==> config.mk <==
export PLATFORM = sky130hd
export DESIGN_NAME = div_restoring
export DESIGN_NICKNAME = d
export VERILOG_FILES = /design/src/rtl/div_pkg.sv /design/src/rtl/div_operand_prep.sv /design/src/rtl/div_step_unit.sv /design/src/rtl/div_sign_fix.sv /design/src/rtl/div_restoring.sv
export SDC_FILE = /design/constraint.sdc
export NUM_CORES = 1
export LEC_CHECK = 0
export BUFFER_PORTS_ARGS = -buffer_cell sky130_fd_sc_hd__buf_2
export CAP_MARGIN = 20
export CORE_UTILIZATION = 55
export CTS_BUF_LIST = sky130_fd_sc_hd__clkbuf_8
export CTS_CLUSTER_DIAMETER = 60
export CTS_CLUSTER_SIZE = 10
export DETAILED_ROUTE_END_ITERATION = 7
export PLACE_DENSITY = 0.71
export SLEW_MARGIN = 20
export SYNTH_ARGS = -nofsm -noshare
export SYNTH_HDL_FRONTEND = slang
export SYNTH_HIERARCHICAL = 1
export SYNTH_SLANG_ARGS = --single-unit
==> constraint.sdc <==
create_clock -name clk -period 4 [get_ports clk]
set_clock_uncertainty 0.1 [all_clocks]
set_input_delay 0.4 -clock clk [delete_from_list [all_inputs] [get_ports clk]]
set_output_delay 0.4 -clock clk [all_outputs]
set_load 0.02 [all_outputs]
==> src/rtl/div_pkg.sv <==
// Shared definitions for the restoring divider.
// Assumes: nothing beyond IEEE 1800-2017 packages.
package div_pkg;

    // Controller phases: waiting, iterating on magnitudes, applying signs.
    typedef enum logic [1:0] {
        DIV_IDLE = 2'd0,
        DIV_RUN  = 2'd1,
        DIV_FIX  = 2'd2
    } div_state_e;

    // Conditional two's-complement negation for a 32-bit quantity.
    function automatic logic [31:0] neg_if32(input logic flip, input logic [31:0] val);
        return flip ? (32'd0 - val) : val;
    endfunction

endpackage

==> src/rtl/div_operand_prep.sv <==
// Turns raw operands into the magnitudes the iteration works on, and
// produces the sign decisions for the final fix-up cycle.
// Assumes: combinational only; in unsigned mode the operands pass through.
module div_operand_prep #(
    parameter int W = 32
) (
    input  logic         signed_mode,
    input  logic [W-1:0] dividend,
    input  logic [W-1:0] divisor,
    output logic [W-1:0] dvd_mag,
    output logic [W-1:0] dvs_mag,
    output logic         quo_neg,
    output logic         rem_neg,
    output logic         dvs_zero
);
    logic dvd_sign;
    logic dvs_sign;

    // Operand signs count only in signed mode.
    always_comb begin
        dvd_sign = signed_mode & dividend[W-1];
        dvs_sign = signed_mode & divisor[W-1];
    end

    // Magnitudes: negate negative operands (the most negative value maps to itself as unsigned).
    always_comb begin
        dvd_mag = dvd_sign ? (W'(0) - dividend) : dividend;
        dvs_mag = dvs_sign ? (W'(0) - divisor)  : divisor;
    end

    // Sign rules: quotient negative if the signs differ, remainder follows the dividend.
    always_comb begin
        quo_neg  = dvd_sign ^ dvs_sign;
        rem_neg  = dvd_sign;
        dvs_zero = (divisor == '0);
    end
endmodule

==> src/rtl/div_step_unit.sv <==
// Restoring iteration datapath. It holds a double-width remainder, a
// double-width divisor that starts in the upper half and moves right one
// place per step, and the quotient shift register.
// Assumes: load and step are never asserted together; operands are magnitudes.
module div_step_unit #(
    parameter int W = 32
) (
    input  logic         clk,
    input  logic         rst_n,
    input  logic         load,
    input  logic         step,
    input  logic [W-1:0] dvd_mag,
    input  logic [W-1:0] dvs_mag,
    output logic [W-1:0] quo_mag,
    output logic [W-1:0] rem_mag
);
    localparam int RW = 2 * W;

    logic [RW-1:0] rem_q;
    logic [RW-1:0] dvr_q;
    logic [W-1:0]  quo_q;
    logic [RW:0]   trial;
    logic          fits;

    // Trial subtraction one bit wider than the registers, so a large divisor cannot fake a positive result.
    always_comb begin
        trial = {1'b0, rem_q} - {1'b0, dvr_q};
        fits  = ~trial[RW];
    end

    // Register update: load the operands, or take one restoring step.
    always_ff @(posedge clk) begin
        if (!rst_n) begin
            rem_q <= '0;
            dvr_q <= '0;
            quo_q <= '0;
        end else if (load) begin
            rem_q <= {{W{1'b0}}, dvd_mag};
            dvr_q <= {dvs_mag, {W{1'b0}}};
            quo_q <= '0;
        end else if (step) begin
            if (fits) begin
                rem_q <= trial[RW-1:0];
            end
            dvr_q <= dvr_q >> 1;
            quo_q <= {quo_q[W-2:0], fits};
        end
    end

    // The remainder always fits in the low half once the steps are complete.
    always_comb begin
        quo_mag = quo_q;
        rem_mag = rem_q[W-1:0];
    end
endmodule

==> src/rtl/div_sign_fix.sv <==
// Final correction: applies the latched signs to the magnitude results,
// or substitutes the fixed divide-by-zero response.
// Assumes: combinational; its inputs are stable during the fix-up cycle.
module div_sign_fix #(
    parameter int W = 32
) (
    input  logic [W-1:0] quo_mag,
    input  logic [W-1:0] rem_mag,
    input  logic         quo_neg,
    input  logic         rem_neg,
    input  logic         by_zero,
    input  logic [W-1:0] dvd_raw,
    output logic [W-1:0] quo_fix,
    output logic [W-1:0] rem_fix
);
    // Select the zero-divisor response or the sign-corrected magnitudes.
    always_comb begin
        if (by_zero) begin
            quo_fix = '1;
            rem_fix = dvd_raw;
        end else begin
            quo_fix = quo_neg ? (W'(0) - quo_mag) : quo_mag;
            rem_fix = rem_neg ? (W'(0) - rem_mag) : rem_mag;
        end
    end
endmodule

==> src/rtl/div_restoring.sv <==
// Top of the restoring divider. A three-phase controller drives the step
// unit for W+1 steps, then registers the sign-corrected results and pulses
// done. A zero divisor goes straight to the fix-up phase.
// Assumes: operands are valid on the edge that accepts start.
module div_restoring #(
    parameter int W = 32
) (
    input  logic         clk,
    input  logic         rst_n,
    input  logic         start,
    input  logic         signed_mode,
    input  logic [W-1:0] dividend,
    input  logic [W-1:0] divisor,
    output logic         ready,
    output logic         done,
    output logic [W-1:0] quotient,
    output logic [W-1:0] remainder,
    output logic         div_by_zero
);
    import div_pkg::*;

    localparam int STEPS = W + 1;
    localparam int CNT_W = $clog2(STEPS + 1);
    localparam logic [CNT_W-1:0] LAST_STEP = CNT_W'(STEPS - 1);

    div_state_e      state_q;
    logic [CNT_W-1:0] step_cnt_q;
    logic            quo_neg_q;
    logic            rem_neg_q;
    logic            dz_q;
    logic [W-1:0]    dvd_raw_q;
    logic [W-1:0]    quo_out_q;
    logic [W-1:0]    rem_out_q;
    logic            dz_out_q;
    logic            done_q;

    logic [W-1:0]    dvd_mag;
    logic [W-1:0]    dvs_mag;
    logic            quo_neg;
    logic            rem_neg;
    logic            dvs_zero;
    logic [W-1:0]    quo_mag;
    logic [W-1:0]    rem_mag;
    logic [W-1:0]    quo_fix;
    logic [W-1:0]    rem_fix;
    logic            accept;
    logic            do_step;

    // Handshake decode: a request is taken only in the idle phase.
    always_comb begin
        accept  = (state_q == DIV_IDLE) && start;
        do_step = (state_q == DIV_RUN);
    end

    div_operand_prep #(.W(W)) prep_i (
        .signed_mode (signed_mode),
        .dividend    (dividend),
        .divisor     (divisor),
        .dvd_mag     (dvd_mag),
        .dvs_mag     (dvs_mag),
        .quo_neg     (quo_neg),
        .rem_neg     (rem_neg),
        .dvs_zero    (dvs_zero)
    );

    div_step_unit #(.W(W)) step_i (
        .clk     (clk),
        .rst_n   (rst_n),
        .load    (accept),
        .step    (do_step),
        .dvd_mag (dvd_mag),
        .dvs_mag (dvs_mag),
        .quo_mag (quo_mag),
        .rem_mag (rem_mag)
    );

    div_sign_fix #(.W(W)) fix_i (
        .quo_mag (quo_mag),
        .rem_mag (rem_mag),
        .quo_neg (quo_neg_q),
        .rem_neg (rem_neg_q),
        .by_zero (dz_q),
        .dvd_raw (dvd_raw_q),
        .quo_fix (quo_fix),
        .rem_fix (rem_fix)
    );

    // Controller: phase sequencing, step counting and the operation context latched at acceptance.
    always_ff @(posedge clk) begin
        if (!rst_n) begin
            state_q    <= DIV_IDLE;
            step_cnt_q <= '0;
            quo_neg_q  <= 1'b0;
            rem_neg_q  <= 1'b0;
            dz_q       <= 1'b0;
            dvd_raw_q  <= '0;
        end else begin
            case (state_q)
                DIV_IDLE: begin
                    if (start) begin
                        step_cnt_q <= '0;
                        quo_neg_q  <= quo_neg;
                        rem_neg_q  <= rem_neg;
                        dz_q       <= dvs_zero;
                        dvd_raw_q  <= dividend;
                        state_q    <= dvs_zero ? DIV_FIX : DIV_RUN;
                    end
                end
                DIV_RUN: begin
                    step_cnt_q <= step_cnt_q + 1'b1;
                    if (step_cnt_q == LAST_STEP) begin
                        state_q <= DIV_FIX;
                    end
                end
                DIV_FIX: begin
                    state_q <= DIV_IDLE;
                end
                default: begin
                    state_q <= DIV_IDLE;
                end
            endcase
        end
    end

    // Result registers: written only in the fix-up phase, held otherwise.
    always_ff @(posedge clk) begin
        if (!rst_n) begin
            quo_out_q <= '0;
            rem_out_q <= '0;
            dz_out_q  <= 1'b0;
            done_q    <= 1'b0;
        end else begin
            done_q <= (state_q == DIV_FIX);
            if (state_q == DIV_FIX) begin
                quo_out_q <= quo_fix;
                rem_out_q <= rem_fix;
                dz_out_q  <= dz_q;
            end
        end
    end

    // Port drive.
    always_comb begin
        ready       = (state_q == DIV_IDLE);
        done        = done_q;
        quotient    = quo_out_q;
        remainder   = rem_out_q;
        div_by_zero = dz_out_q;
    end
endmodule

==> impl_metrics.json <==
{
  "syn_to_final_growth_pct": 7.74,
  "met2_usage_pct": 43.5,
  "synth_nets": 2494,
  "multi_input_area_sq_mm": 0.0113,
  "tightestPinTransition_ns": 1.01,
  "h-tree-depth": 2,
  "synth-warning-count": 6,
  "gr-usage-all-layers_pct": 29.1,
  "rsz0062_at_grt": "false",
  "postCtsSetupBuffers": 0,
  "cp-end-kind": "flip-flop",
  "hold_viol": 0,
  "fin_ws_ns": 0.242,
  "ys.flop_type": "dfxtp_1",
  "clkTransAtPathRegs_ns": 0.08,
  "drtIter0Drc": 1569,
  "numCtsBuffers": 35,
  "wirelength_um": 49600,
  "crit_path_start_kind": "flip-flop",
  "cts_tree": "done",
  "yosysSeqAreaShare_pct": 30.0,
  "dieWidth_um": 183,
  "die_h_um": 183,
  "leakage_uw": 0.00807,
  "r2r_setup_slack_ns": 0.24,
  "synth_top_cell_area_share_pct": 30.0,
  "die-area_sq_mm": 0.0334,
  "hp-class": "input pin to flip-flop",
  "ioPinCount": 135,
  "row_count": 65,
  "yosysMostFrequentCell": "nand2_1",
  "dr.pass1.iters": 6,
  "start_util_pct": 56.5,
  "ys_ff_latch": 269,
  "final_area_sq_mm": 0.0193,
  "slew_violations": 0,
  "grt_pass1_vias": 15100,
  "synthCells": 2355,
  "grt_util_met3_pct": 3.47,
  "cp_max_fo": 37,
  "root_buffer": "clkbuf_8",
  "clock-sinks": 269,
  "overflow": 0,
  "wl_per_cell_um": 17.4,
  "min_path_cells": 2,
  "antenna_found_initial": 3,
  "insertion_delay_ns": 0.56,
  "avgSynthCellArea_sq_um": 7.63,
  "critical_path_required_ns": 4.31,
  "synth_async_sr_flop_share_pct": 0,
  "r2r-start": "step_i/rem_q[0]$_SDFFE_PN0P_",
  "regToRegEndpoint": "step_i/rem_q[8]$_SDFFE_PN0P_",
  "slew_headroom_pct": 32.8,
  "coreArea_sq_mm": 0.0318,
  "portBuffers": 134,
  "arrival_ns": 4.07,
  "critPathCapture": "step_i/rem_q[8]$_SDFFE_PN0P_",
  "seq_area_sq_mm": 0.00539,
  "top_usage_layer": "met1",
  "clock.fmax_mhz": 266,
  "via_per_inst": 5.94,
  "min_from": "divisor[0]",
  "synth_cell_type_count": 88,
  "postRouteAntennaNets": 0,
  "synthTopCellsByCount": "400 x nand2_1, 269 x dfxtp_1, 233 x a21oi_1",
  "routabilityCongestion": 0.955,
  "grt_max_degree": 122,
  "fin_crit_sh_pct": 93.9,
  "nNetsFinal": 2543,
  "post_dp_cell_area_sq_mm": 0.0187,
  "grt_pass1_wl_um": 79400,
  "final_util_pct": 60.8,
  "drc": 0,
  "setup_viol": 0,
  "reg2reg_depth": 14,
  "cap_viol_max_count": 0,
  "drive_gt1_share_pct": 11.4,
  "vias": 17000,
  "netlist_area_sq_mm": 0.0180,
  "min_period_ns": 3.76,
  "synth-edff-count": 0,
  "crit_type": "flip-flop to flip-flop",
  "fillCellCount": 2979,
  "setup_tns_ns": 0,
  "crit_path_start": "step_i/rem_q[0]$_SDFFE_PN0P_",
  "place_hpwl_um": 36700,
  "status": "completed",
  "power.density_mw_per_mm2": 335,
  "use_met1_pct": 43.6,
  "netlist_top_cells_area": "dfxtp_1 30%, nand2_1 8.4%, a21oi_1 6.5%",
  "ir_drop_v": 0.000232,
  "yosys.area.top_type": "dfxtp_1",
  "clockBufferDepth": 3,
  "place_ws_ns": 0.260
}
[sequential cells by signal, indices dropped and copies added, names as in the netlist, 2 cells and up]
signal and count:
step_i/quo_mag 32, state_q 2, step_cnt_q 6, step_i/dvr_q 64
remainder 32, step_i/rem_q 64, dvd_raw_q 32, quotient 32
[cell usage in the layout (no fill, tap or decap), drive strengths merged, types with 9 or more instances in the layout]
| cell type | instances |
|---|---|
| nand2 | 400 |
| dfxtp | 269 |
| a21oi | 233 |
| buf | 185 |
| nor2 | 154 |
| o21ai | 131 |
| inv | 110 |
| mux2i | 94 |
| xor2 | 83 |
| xnor2 | 75 |
| ha | 70 |
| nor3 | 51 |
| a21o | 43 |
| o211ai | 42 |
| nand3 | 37 |
| clkbuf | 37 |
| o31ai | 35 |
| o211a | 33 |
| nand4 | 32 |
| o41ai | 31 |
| a31oi | 28 |
| or3 | 24 |
| nor4 | 23 |
| a211oi | 15 |
| or4 | 15 |
| o21a | 14 |
| and3 | 14 |
| nand2b | 14 |
| nor2b | 11 |
| and2 | 10 |
| mux2 | 9 |
[where the power goes]
| part | internal [uW] | switching (uW) |
|---|---|---|
| sequential | 2760 | 82.2 |
| clock | 855 | 1050 |
| combinational | 657 | 1080 |
[stage by stage]
| stage | cells | hold slack [ns] | total power (uW) |
|---|---|---|---|
| floorplan | 2355 | 0.334 | 4160 |
| global placement | 2797 | 0.340 | 4570 |
| detailed placement | 2797 | 0.344 | 4590 |
| CTS | 2849 | 0.0105 | 6500 |
| global route | 2853 | 0.0310 | 6790 |
| finish | 2853 | 0.0379 | 6480 |
[area by class of cell]
class / instances / share of cell area, %
multi-input cells: 1805 / 58.4
flip-flops and latches: 269 / 27.8
repair buffers: 189 / 5.89
well taps: 435 / 2.81
clock buffers: 37 / 2.63
inverters: 104 / 2.07
clock inverters: 11 / 0.343
diodes: 3 / 0.0388
[cells by family (layout without fill, tap and decap cells)]
logic type / count (synthesis) / after routing / synth area share, %
buffers and inverters: 281 / 341 / 7.28
multiplexers: 103 / 103 / 5.82
AND/OR/NAND/NOR: 818 / 818 / 21.0
XOR/XNOR: 158 / 158 / 7.71
other: 0 / 3 / 0
flip-flops: 269 / 269 / 30.0
adder cells (fa/ha/maj): 71 / 71 / 4.99
AO/OA/AOI/OAI: 655 / 655 / 23.3
[worst min path at each step]
| stage | to |
|---|---|
| floorplan | dvd_raw_q[13]$_SDFFE_PN0P_ |
| global placement | quotient[21]$_SDFFE_PN0P_ |
| detailed placement | remainder[14]$_SDFFE_PN0P_ |
| CTS | dvd_raw_q[22]$_SDFFE_PN0P_ |
| global route | dvd_raw_q[22]$_SDFFE_PN0P_ |
| finish | step_i/dvr_q[32]$_SDFFE_PN0P_ |
[metal layers]
metal / wire length, um / share of wire (%) / up-vias
met5: 0 / 0 / -
met4: 1230 / 2.5 / 0
met3: 2950 / 6.0 / 83
met2: 21100 / 42 / 570
met1: 24300 / 49 / 7919
li1: - / - / 8389
[what timing repair did]
action	CTS	global route
gates resized for setup	0	1
endpoints found under the hold margin	4	0
hold buffers	4	0
setup endpoints to repair	0	16
[worst max-delay path, stage by stage, from the launching register on]
cell      delay, ns
dfxtp_1        0.42
inv_1          0.07
ha_1           0.22
fa_1           0.40
nand2b_1       0.21
a21o_1         0.21
a211oi_1       0.27
o21ai_0        0.29
a31oi_2        0.32
o21ai_1        0.12
buf_4          0.15
a21oi_4        0.21
buf_12         0.26
mux2i_1        0.24
a21oi_1        0.09
No activity file was read; power rests on OpenSTA's default activity.
